File: src/rtl/usbst_pkg.sv
`timescale 1ns/1ps
package usbst_pkg;

  typedef enum logic [2:0] {
    ST_DEFAULT    = 3'b001,
    ST_ADDRESSED  = 3'b010,
    ST_CONFIGURED = 3'b100
  } dev_state_e;

  // Recovery window length in system clocks.
  function automatic int unsigned recov_cycles(int unsigned usb_div, int unsigned usb_cyc);
    return usb_div * usb_cyc;
  endfunction

  // Standard-request permission per device state.
  function automatic logic req_allowed(dev_state_e st, logic [3:0] code);
    logic any_state, post_addr, cfg_only;
    any_state = (code == 4'd5) || (code == 4'd6);
    post_addr = (code == 4'd0) || (code == 4'd1) || (code == 4'd3) ||
                (code == 4'd7) || (code == 4'd8) || (code == 4'd9);
    cfg_only  = (code == 4'd10) || (code == 4'd11) || (code == 4'd12);
    case (st)
      ST_DEFAULT:    return any_state;
      ST_ADDRESSED:  return any_state | post_addr;
      ST_CONFIGURED: return any_state | post_addr | cfg_only;
      default:       return 1'b0;
    endcase
  endfunction

endpackage

File: src/rtl/usbst_recovery.sv
`timescale 1ns/1ps
module usbst_recovery #(
  parameter int unsigned CYCLES = 20
) (
  input  logic clk,
  input  logic rst_n,
  input  logic start_i,
  output logic busy_o
);
  localparam int unsigned CW = $clog2(CYCLES + 1);

  logic [CW-1:0] remain_q;

  always_ff @(posedge clk or negedge rst_n) begin
    if (!rst_n)                remain_q <= '0;
    else if (start_i)          remain_q <= CW'(CYCLES);
    else if (remain_q != '0)   remain_q <= remain_q - 1'b1;
  end

  assign busy_o = (remain_q != '0);
endmodule

File: src/rtl/usbst_state_reg.sv
`timescale 1ns/1ps
module usbst_state_reg
  import usbst_pkg::*;
(
  input  logic       clk,
  input  logic       rst_n,
  input  logic       bus_reset_i,
  input  logic       wr_accept_i,
  input  logic       wr_cfg_i,
  input  logic       addr_set_i,
  output dev_state_e state_o
);
  dev_state_e state_q, state_d;

  always_comb begin
    state_d = state_q;
    if (bus_reset_i)
      state_d = ST_DEFAULT;
    else if (wr_accept_i)
      state_d = wr_cfg_i ? ST_CONFIGURED : ST_ADDRESSED;
    else if (addr_set_i && state_q == ST_DEFAULT)
      state_d = ST_ADDRESSED;
  end

  always_ff @(posedge clk or negedge rst_n) begin
    if (!rst_n) state_q <= ST_DEFAULT;
    else        state_q <= state_d;
  end

  assign state_o = state_q;
endmodule

File: src/rtl/usbst_status_det.sv
`timescale 1ns/1ps
module usbst_status_det #(
  parameter int unsigned WLEN_W  = 16,
  parameter int unsigned BYTES_W = 7
) (
  input  logic               clk,
  input  logic               rst_n,
  input  logic               setup_i,
  input  logic               dir_in_i,
  input  logic [WLEN_W-1:0]  wlength_i,
  input  logic               tx_i,
  input  logic [BYTES_W-1:0] tx_bytes_i,
  input  logic               out_tok_i,
  input  logic               bus_reset_i,
  input  logic               en_wr_i,
  input  logic               en_wdata_i,
  input  logic               flag_clr_i,
  output logic               irq_en_o,
  output logic               flag_o,
  output logic               short_hit_o
);
  localparam int unsigned SW = WLEN_W + 1;

  logic              open_q, en_q, flag_q;
  logic [WLEN_W-1:0] sent_q, wlen_q;

  // Running byte total, never beyond the requested length.
  function automatic logic [WLEN_W-1:0] capped_add(logic [WLEN_W-1:0] cnt,
                                                   logic [BYTES_W-1:0] add,
                                                   logic [WLEN_W-1:0] cap);
    logic [SW-1:0] sum;
    sum = {1'b0, cnt} + SW'(add);
    return (sum > {1'b0, cap}) ? cap : sum[WLEN_W-1:0];
  endfunction

  assign short_hit_o = out_tok_i & ~setup_i & open_q & (sent_q < wlen_q) & en_q;

  always_ff @(posedge clk or negedge rst_n) begin
    if (!rst_n) begin
      open_q <= 1'b0;
      sent_q <= '0;
      wlen_q <= '0;
    end else if (setup_i) begin
      open_q <= dir_in_i & (|wlength_i);
      sent_q <= '0;
      wlen_q <= wlength_i;
    end else if (bus_reset_i) begin
      open_q <= 1'b0;
    end else begin
      if (tx_i && open_q) sent_q <= capped_add(sent_q, tx_bytes_i, wlen_q);
      if (out_tok_i)      open_q <= 1'b0;
    end
  end

  always_ff @(posedge clk or negedge rst_n) begin
    if (!rst_n)       en_q <= 1'b0;
    else if (setup_i) en_q <= 1'b0;
    else if (en_wr_i) en_q <= en_wdata_i;
  end

  always_ff @(posedge clk or negedge rst_n) begin
    if (!rst_n)           flag_q <= 1'b0;
    else if (short_hit_o) flag_q <= 1'b1;
    else if (flag_clr_i)  flag_q <= 1'b0;
  end

  assign irq_en_o = en_q;
  assign flag_o   = flag_q;
endmodule

File: src/rtl/usb_devstate_tracker.sv
`timescale 1ns/1ps
module usb_devstate_tracker
  import usbst_pkg::*;
#(
  parameter int unsigned USB_DIV   = 4,
  parameter int unsigned RECOV_USB = 5,
  parameter int unsigned WLEN_W    = 16,
  parameter int unsigned BYTES_W   = 7
) (
  input  logic               clk,
  input  logic               rst_n,
  input  logic               bus_reset_i,
  input  logic               addr_set_i,
  input  logic               cpu_wr_i,
  input  logic               cpu_addr_i,
  input  logic [2:0]         cpu_wdata_i,
  output logic [7:0]         cpu_rdata_o,
  output logic               busy_o,
  input  logic               setup_i,
  input  logic               setup_dir_in_i,
  input  logic [WLEN_W-1:0]  wlength_i,
  input  logic               ep0_tx_i,
  input  logic [BYTES_W-1:0] ep0_tx_bytes_i,
  input  logic               out_tok_i,
  output logic               irq_o,
  input  logic [3:0]         req_code_i,
  output logic               req_ok_o,
  output logic [2:0]         dev_state_o
);
  localparam int unsigned RECOV = recov_cycles(USB_DIV, RECOV_USB);

  dev_state_e state;
  logic       wr_accept, ctl_wr, irq_en, flag, short_hit;

  assign wr_accept = cpu_wr_i & ~cpu_addr_i & ~busy_o;
  assign ctl_wr    = cpu_wr_i & cpu_addr_i;

  usbst_recovery #(.CYCLES(RECOV)) u_recov (
    .clk     (clk),
    .rst_n   (rst_n),
    .start_i (wr_accept),
    .busy_o  (busy_o)
  );

  usbst_state_reg u_state (
    .clk         (clk),
    .rst_n       (rst_n),
    .bus_reset_i (bus_reset_i),
    .wr_accept_i (wr_accept),
    .wr_cfg_i    (cpu_wdata_i[2]),
    .addr_set_i  (addr_set_i),
    .state_o     (state)
  );

  usbst_status_det #(.WLEN_W(WLEN_W), .BYTES_W(BYTES_W)) u_det (
    .clk         (clk),
    .rst_n       (rst_n),
    .setup_i     (setup_i),
    .dir_in_i    (setup_dir_in_i),
    .wlength_i   (wlength_i),
    .tx_i        (ep0_tx_i),
    .tx_bytes_i  (ep0_tx_bytes_i),
    .out_tok_i   (out_tok_i),
    .bus_reset_i (bus_reset_i),
    .en_wr_i     (ctl_wr),
    .en_wdata_i  (cpu_wdata_i[0]),
    .flag_clr_i  (ctl_wr & cpu_wdata_i[1]),
    .irq_en_o    (irq_en),
    .flag_o      (flag),
    .short_hit_o (short_hit)
  );

  assign dev_state_o = state;
  assign irq_o       = flag;
  assign req_ok_o    = req_allowed(state, req_code_i);
  assign cpu_rdata_o = cpu_addr_i ? {6'b0, flag, irq_en} : {5'b0, state};
endmodule

File: config.mk
export PLATFORM = sky130hd
export DESIGN_NAME = usb_devstate_tracker
export DESIGN_NICKNAME = d
export VERILOG_FILES = /design/src/rtl/usbst_pkg.sv /design/src/rtl/usbst_recovery.sv /design/src/rtl/usbst_state_reg.sv /design/src/rtl/usbst_status_det.sv /design/src/rtl/usb_devstate_tracker.sv
export SDC_FILE = /design/constraint.sdc
export NUM_CORES = 1
export LEC_CHECK = 0
export ABC_AREA = 1
export CAP_MARGIN = 10
export CORE_ASPECT_RATIO = 1.2
export CORE_MARGIN = 3
export CORE_UTILIZATION = 35
export DETAILED_ROUTE_END_ITERATION = 8
export PLACE_DENSITY = 0.59
export SLEW_MARGIN = 20
export SYNTH_ARGS = -nofsm -noshare
export SYNTH_HDL_FRONTEND = slang
export SYNTH_HIERARCHICAL = 1
export SYNTH_SLANG_ARGS = --single-unit
File: constraint.sdc
create_clock -name clk -period 3.3 [get_ports clk]
set_input_delay 0.33 -clock clk [delete_from_list [all_inputs] [get_ports clk]]
set_output_delay 0.33 -clock clk [all_outputs]
set_load 0.01 [all_outputs]
* Yosys cells after proc, flatten, opt, wreduce, memory -nomap -nowiden
Index checks and enable logic that the tools add are counted.
** Cells by class
- Muxes and demuxes :: 19
- Equal/unequal tests :: 14
- Add/sub/neg operators :: 2
- Reduce and logical (&&, ||, !) cells :: 20
- Bitwise logic cells :: 14
- Magnitude comparators :: 2
** Operators with widths (count)
- 16-bit 2-to-1 mux :: 4
- 4-bit == test (second input constant) :: 5
- 16-bit by 7-bit adder with 17-bit output :: 1
- 17-bit by 16-bit greater-than comparator with 1-bit output :: 1
- 16-bit < comparator :: 1
- 16-bit OR reduction :: 1
- 3-bit 2-to-1 mux :: 5
- 4-bit by 3-bit == test with 1-bit output (second input constant) :: 3
- 5-bit 2-to-1 mux :: 2
- 1-bit bitwise AND :: 9
- 1-bit logical OR :: 8
- 2-bit nonzero test :: 4
- 1-bit 2-to-1 mux :: 7
- 3-bit nonzero test :: 2
- 5-bit nonzero test :: 1
- 5-bit by 1-bit subtractor with 5-bit output (second input constant) :: 1
- 4-bit by 1-bit == test with 1-bit output (second input constant) :: 1
- 4-bit by 2-bit == test with 1-bit output (second input constant) :: 1
- 4-bit logical NOT :: 1
- 3-bit by 1-bit == test with 1-bit output (second input constant) :: 1
- 3-bit by 2-bit == test with 1-bit output (second input constant) :: 1
- 3-bit == test (second input constant) :: 1
- 1-bit NOT :: 3
- 1-bit one-hot mux with 3 select lines :: 1
- 4 further kinds :: 6
** Storage, ports and cells
- Output and inout port bits :: 14
- Logic and storage cells :: 78
- Flip-flop bits (word level) :: 43

* Logic depth before layout (Yosys ltp)
Gate-level depths: netlist of the first run.
- Word-level depth :: 9
- Mapped depth :: 26
- Gate-level depth less buffers :: 25

* Hierarchy
The synthesis of the first run kept the hierarchy.
** Modules (own cells, without submodules)
- usbst_status_det :: area an instance 2957.8 µm², cells an instance 407, sequential area each 875.8 µm², times used 1
- usbst_recovery :: area an instance 267.8 µm², cells an instance 33, sequential area each 125.1 µm², times used 1
- usb_devstate_tracker :: area an instance 180.2 µm², cells an instance 39, sequential area each 0.0 µm², times used 1
- usbst_state_reg :: area an instance 148.9 µm², cells an instance 19, sequential area each 76.3 µm², times used 1

* Worst setup path before layout of the first run
No wires, ideal clock.
- Path type :: reg-to-reg
- Start :: register u_det.sent_q[0]
- End :: register u_det.sent_q[10]
- Clock period less this slack :: 3.129 ns
- Path buffers :: 1
- Library setup time :: 0.117 ns
- Cell stages (with the launch flop) :: 25
- Required time :: 3.183 ns
- Path slack :: 0.171 ns
- Arrival :: 3.011 ns
- Path through :: dfrtp_1 ha_1 inv_1 fa_1 o21ai_2 nand2_2 a21oi_4 xor2_1 inv_1 ha_1 nand2_1 inv_1 nand2_1 nor2_1 a21oi_1 nand2_1 nand2_1 nand2_1 nand2_1 nand2_4 nand2_4 buf_6 nand2_1 nand3_1 nand2_1
** Between the ends
- Word-level cells in the longest chain between the ends :: 6
** Ends and longest elaborated chain
- start, declared :: RTL line usbst_status_det.sv:25 : logic [WLEN_W-1:0] sent_q, wlen_q;
- start signal, assigned :: RTL line usbst_status_det.sv:50 : if (tx_i && open_q) sent_q <= capped_add(sent_q, tx_bytes_i, wlen_q);
- 16-bit by 7-bit adder with 17-bit output (*) :: RTL line usbst_status_det.sv:32 : sum = {1'b0, cnt} + SW'(add);
- 17-bit by 16-bit greater-than comparator with 1-bit output :: RTL line usbst_status_det.sv:33 : return (sum > {1'b0, cap}) ? cap : sum[WLEN_W-1:0];
- 16-bit 2-to-1 mux (*) :: RTL line usbst_status_det.sv:33
- 16-bit 2-to-1 mux (*) :: RTL line usbst_status_det.sv:50
- 16-bit 2-to-1 mux (*) :: RTL line usbst_status_det.sv:47 : end else if (bus_reset_i) begin
- 16-bit 2-to-1 mux (*) :: RTL line usbst_status_det.sv:43 : end else if (setup_i) begin
Every way passes the cells marked *; elsewhere a longest branch is shown, timed or not. The select of a mux whose other input is x is not followed.
A chain may end at the register's enable or synchronous reset.

* Worst setup path after layout of the first run
- Start :: register u_det.sent_q[0]
- End :: register u_det.sent_q[9]
Same word-level chain as after synthesis.

==> results of run 1 <==
## final timing paths
| check | end | slack, ns |
|---|---|---|
| max | u_det/sent_q[9] | -0.08 |
| min | u_recov/remain_q[0] | 0.45 |
| max reg2reg | u_det/sent_q[9] | -0.08 |
| min reg2reg | u_recov/remain_q[0] | 0.48 |
| max in group asynchronous | u_state/state_o[0] | 2.31 |
| min in group clk | u_recov/remain_q[0] | 0.48 |
## power by group through the flow
| stage | combinational (mW) | clock (mW) | sequential [mW] |
|---|---|---|---|
| after CTS | 0.476 | 0.520 | 0.627 |
| after global routing | 0.573 | 0.543 | 0.635 |
| after floorplan | 0.294 | 0 | 0.629 |
| after global placement | 0.446 | 0 | 0.634 |
| final | 0.500 | 0.512 | 0.627 |
| after detailed placement | 0.460 | 0 | 0.635 |
## sequential cells by signal, summed over array words and instances, names as in the netlist
| name | cells |
|---|---|
| u_state/state_o | 3 |
| u_det/wlen_q | 16 |
| u_det/flag_o | 1 |
| u_det/sent_q | 16 |
| u_recov/remain_q | 5 |
| u_det/irq_en_o | 1 |
| u_det/open_q | 1 |
## critical path, stage by stage, from the launching register on
cell	delay, ns
dfrtp_1	0.39
ha_2	0.20
inv_2	0.04
fa_2	0.39
o21ai_2	0.18
nand2_2	0.12
a21oi_4	0.20
buf_6	0.14
xor2_4	0.16
inv_2	0.06
ha_4	0.28
nand2_2	0.06
inv_2	0.08
nand2_4	0.07
nor2_4	0.08
a21oi_2	0.05
nand2_1	0.07
nand2_1	0.05
nand2_1	0.07
nand2_2	0.09
nand2_8	0.13
buf_8	0.14
nand3_1	0.08
nand3_1	0.08
nand2_1	0.05
## timing repair
| action | CTS | global route |
|---|---|---|
| hold buffers | 0 | 1 |
| gates cloned | 2 | 0 |
| hold endpoints to repair | 0 | 11 |
| resized for setup | 38 | 45 |
| buffers inserted | 10 | 2 |
| setup endpoints to repair | 16 | 16 |
| pin swaps | 21 | 37 |
## layer usage
layer	track usage, %	vias up
met2	31.1	109
li1	-	1743
met4	5.08	0
met5	0	-
met3	2.33	20
met1	20.2	1610
## metrics by stage
stage                     instance area (um2)  utilization, %  hold slack (ns)
after floorplan                          3570               -           0.0344
after global placement                   4270            44.0            0.457
after detailed placement                 4280            44.0            0.469
after CTS                                4720            48.6            0.243
after global routing                     4990            51.4            0.507
final                                    4990            51.4            0.446
## layout make-up
| class | count | area share (%) |
|---|---|---|
| timing repair buffer | 88 | 17.3 |
| inverter | 87 | 6.55 |
| tap | 123 | 3.09 |
| sequential | 43 | 21.6 |
| clock buffer | 5 | 2.51 |
| clock inverter | 3 | 0.477 |
| multi-input combinational | 358 | 48.5 |
==> reports/metrics.yaml, run 1 <==
power_and_ir_drop:
  powerDensity_nw_per_um2: 329
  switching_power_mw: 0.551
  pwr-share-comb_pct: 30.5
  fin_total_pwr_mw: 1.64
  leakagePower_nw: 2.57
  irDropWorstVdd_mv: 0.289
  p_int_mw: 1.09
  p_clk_share_pct: 31.2
  sequentialPowerShare_pct: 38.2
  p_sw_share_pct: 33.6
cells_and_area:
  final_cell_mix: "nand2_1, inv_1, clkdlybuf4s50_1, dfrtp_1"
  final_common_cell: "nand2_1"
  areaGrowthSynthToFinish_pct: 40.5
  diodes: 0
  multiInputGateArea_um2: 2420
  seq_area_um2: 1080
  drive_above_1_share_pct: 22.3
  fill_cells: 901
  design.final.nets: 663
  post_layout_nonfiller_instances: 707
yosys:
  syn_area_per_cell_um2: 7.14
  netlist_instances: 497
  synth_warnings: 6
  synthesis.area_um2: 3550
run_status:
  status: "finished with violations"
  failed_checks: "setup timing"
clocking:
  cts_tree: "built"
  cts-buffers-inserted: 5
  h-tree-depth: 2
  clk_pin_slew_ns: 0.07
  clock_path_buffers: 2
  clkLatencyLatePin_ns: 0.29
  cts_root_buf: "clkbuf_16"
  cts_num_sinks: 43
critical_path:
  critPathLaunchType: "flip-flop"
  worstRegToRegCells: 24
  worstPathArrival_ns: 3.56
  critPathMaxFanout: 7
  crit_type: "flip-flop to flip-flop"
  r2r_start: "u_det/sent_q[0]"
  setup.worst_path.end_class: "flip-flop"
  cp-startpoint: "u_det/sent_q[0]"
  worstPathRequired_ns: 3.48
placement:
  dp_cells: 683
  portBuffers: 48
  hpwlAfterDp_um: 7000
  dp_slack_ns: -0.551
  place_congestion: 0.843
floorplanning:
  num_rows: 39
  fp.dieH_um: 116
  core_region_area_um2: 9710
  die_w_um: 98.0
  pin_count: 54
  initial_core_util_pct: 36.6
  dieArea_um2: 11400
grt:
  grt_pass1_wl_um: 15600
  grt_usage_pct: 16.8
  grt_max_degree: 44
  grt.overflow.total: 0
  antenna_found_initial: 0
  grt_pass1_vias: 3431
sta:
  rsz0062_at_grt: "true"
  timing.final.crit_share_pct: 103
  fmax_mhz: 295
  max_slew_margin_pct: 42.3
  setup_violations: 16
  finalCriticalPeriod_ns: 3.38
  tns_ns: -0.841
  tightest_slew_ns: 0.865
  final_max_slew_viol_count: 0
  fin_skew_ns: 0.00765
  finalHoldViolCount: 0
  finalWorstSetupSlack_ns: -0.0843
routing:
  wl_per_cell_um: 13.9
  vias_per_cell: 4.93
  dr_wl_met3_um: 572
  top_layer: "met4"
  ant_nets: 0
  wl_met1_um: 4080
  via_count: 3482
  firstDrtPassIters: 5
  dr_wl_met2_um: 4970
  drc: 0
  drt-initial-drc-count: 155
  drt_wl_total_um: 9820
worst_hold_path:
  min-delay-path-class: "input pin to async pin"
flow_run:
  cap_violations: 0
No activity file was read; power rests on OpenSTA's default activity.
==> run 2, diff against run 1 <==
Settings changed: CORE_MARGIN 3 to not set.
==> reports/metrics.yaml, run 2 (synthesized netlist as in run 1, its figures left out) <==
run_status:
  status: "complete, no violations"
critical_path:
  crit_type: "flip-flop to flip-flop"
  crit_end: "u_det/sent_q[14]"
  critPathLaunchType: "flip-flop"
  r2r_slack_ns: 0.07
  crit_path_top_delay_cell: "dfrtp_1"
  max_stage_delay_ns: 0.35
  crit_buf_inv: 5
  path_delay_family: "simple AND/OR/NAND/NOR gates"
  r2r_start: "u_det/sent_q[0]"
  worstRegToRegCells: 21
  worstPathRequired_ns: 3.49
  cp-startpoint: "u_det/sent_q[0]"
  crit_chain: "ha_2, inv_2, fa_2, o21ai_2, buf_4, a31o_4, xor2_2, inv_1, ha_4, nand2_2, inv_2, nand2_4, nor3_2, nand3_1, nor2_4, nand3_4, buf_12, nand2_8, nand2_1, nand3_2, nand2_1"
  crit_cells: 21
  worstPathArrival_ns: 3.41
  timing.rr.end: "u_det/sent_q[14]"
  setup.worst_path.end_class: "flip-flop"
  critPathMaxFanout: 8
floorplanning:
  dieArea_um2: 10600
  pin_count: 54
  die_w_um: 94.0
  fp.dieH_um: 112
  num_rows: 39
  initial_core_util_pct: 36.6
  core_region_area_um2: 9710
cells_and_area:
  design.final.nets: 663
  diodes: 0
  areaGrowthSynthToFinish_pct: 43.8
  final_common_cell: "nand2_1"
  drive_above_1_share_pct: 25.0
  largestRegisters: "u_det/sent_q: 16 flops, u_det/wlen_q: 16 flops, u_recov/remain_q: 5 flops"
  final_core_util_pct: 52.6
  final_cell_mix: "nand2_1, inv_1, clkdlybuf4s50_1, dfrtp_1, buf_4"
clocking:
  cts_tree: "built"
  cts_root_buf: "clkbuf_16"
  cts-buffers-inserted: 5
  cts_num_sinks: 43
  clkLatencyLatePin_ns: 0.29
  clock_path_buffers: 2
  clk_pin_slew_ns: 0.06
  h-tree-depth: 2
placement:
  place_congestion: 0.825
  hpwlAfterDp_um: 6850
  portBuffers: 48
sta:
  max_slew_margin_pct: 37.2
  whs_ns: 0.0271
  timing.final.crit_share_pct: 97.7
  rsz0062_at_grt: "true"
  tns_ns: 0
  finalCriticalPeriod_ns: 3.23
  fmax_mhz: 310
  final_max_slew_viol_count: 0
  finalHoldViolCount: 0
  fin_skew_ns: 0.00249
  tightest_slew_ns: 0.941
  setup_violations: 0
grt:
  antenna_found_initial: 0
  gr-usage-met2_pct: 33.0
  grt_pass1_wl_um: 15800
  grt_util_met1_pct: 24.1
  grt.overflow.total: 0
  use_met3_pct: 3.46
  grt_pass1_vias: 3400
  busiest_layer: "met2"
  grt_usage_pct: 19.3
  grt_max_degree: 44
power_and_ir_drop:
  leakagePower_nw: 2.63
  powerDensity_nw_per_um2: 350
  fin_total_pwr_mw: 1.78
  irDropWorstVdd_mv: 0.433
routing:
  drt-initial-drc-count: 135
  firstDrtPassIters: 4
  via_count: 3479
  vias_per_cell: 4.92
  ant_nets: 0
  wl_per_cell_um: 13.9
  drc: 0
  drt_wl_total_um: 9820
flow_run:
  cap_violations: 0
worst_hold_path:
  min-delay-path-class: "input pin to async pin"
-- run 2: cell type report --
cell class	instances	area, um2
clock buffer	6	129
timing repair buffer	88	822
tap	123	154
inverter	87	329
sequential	43	1080
fill	896	4600
multi-input combinational	358	2530
clock inverter	2	60.1
-- run 2: power breakdown --
group | total, mW | internal, mW | leakage [nW] | switching (mW)
Sequential | 0.629 | 0.588 | 0.552 | 0.0415
Clock | 0.649 | 0.434 | 0.0911 | 0.215
Combinational | 0.507 | 0.223 | 1.99 | 0.284
-- run 2: timing repair --
action	CTS	global route
endpoints found under the setup margin	16	16
hold buffers	0	0
pin swaps	32	39
setup buffers	8	7
resized for setup	37	64
cloned	1	0
-- run 2: worst min path at each step --
stage | from | end | slack (ns)
finish | rst_n | u_recov/remain_q[0] | 0.03
global route | rst_n | u_recov/remain_q[0] | 0.08
floorplan | rst_n | u_det/flag_o | 0.03
global placement | u_recov/remain_q[0] | u_recov/remain_q[0] | 0.46
detailed placement | u_recov/remain_q[4] | u_recov/remain_q[4] | 0.46
CTS | rst_n | u_recov/remain_q[0] | 0.24
-- run 2: layer usage --
layer	routed length [um]	up-vias	part of all wire, %
li1	-	1737	-
met1	4130	1638	42
met2	4950	84	50
met3	477	20	4.9
met4	253	0	2.6
met5	0	-	0
-- run 2: through the flow --
stage / worst slack (ns) / area [um2] / cells
floorplan: 0.171 / 3570 / 501
global placement: -0.487 / 4270 / 683
detailed placement: -0.524 / 4280 / 683
CTS: 0.00692 / 4720 / 700
global route: -0.115 / 5110 / 707
finish: 0.0743 / 5110 / 707
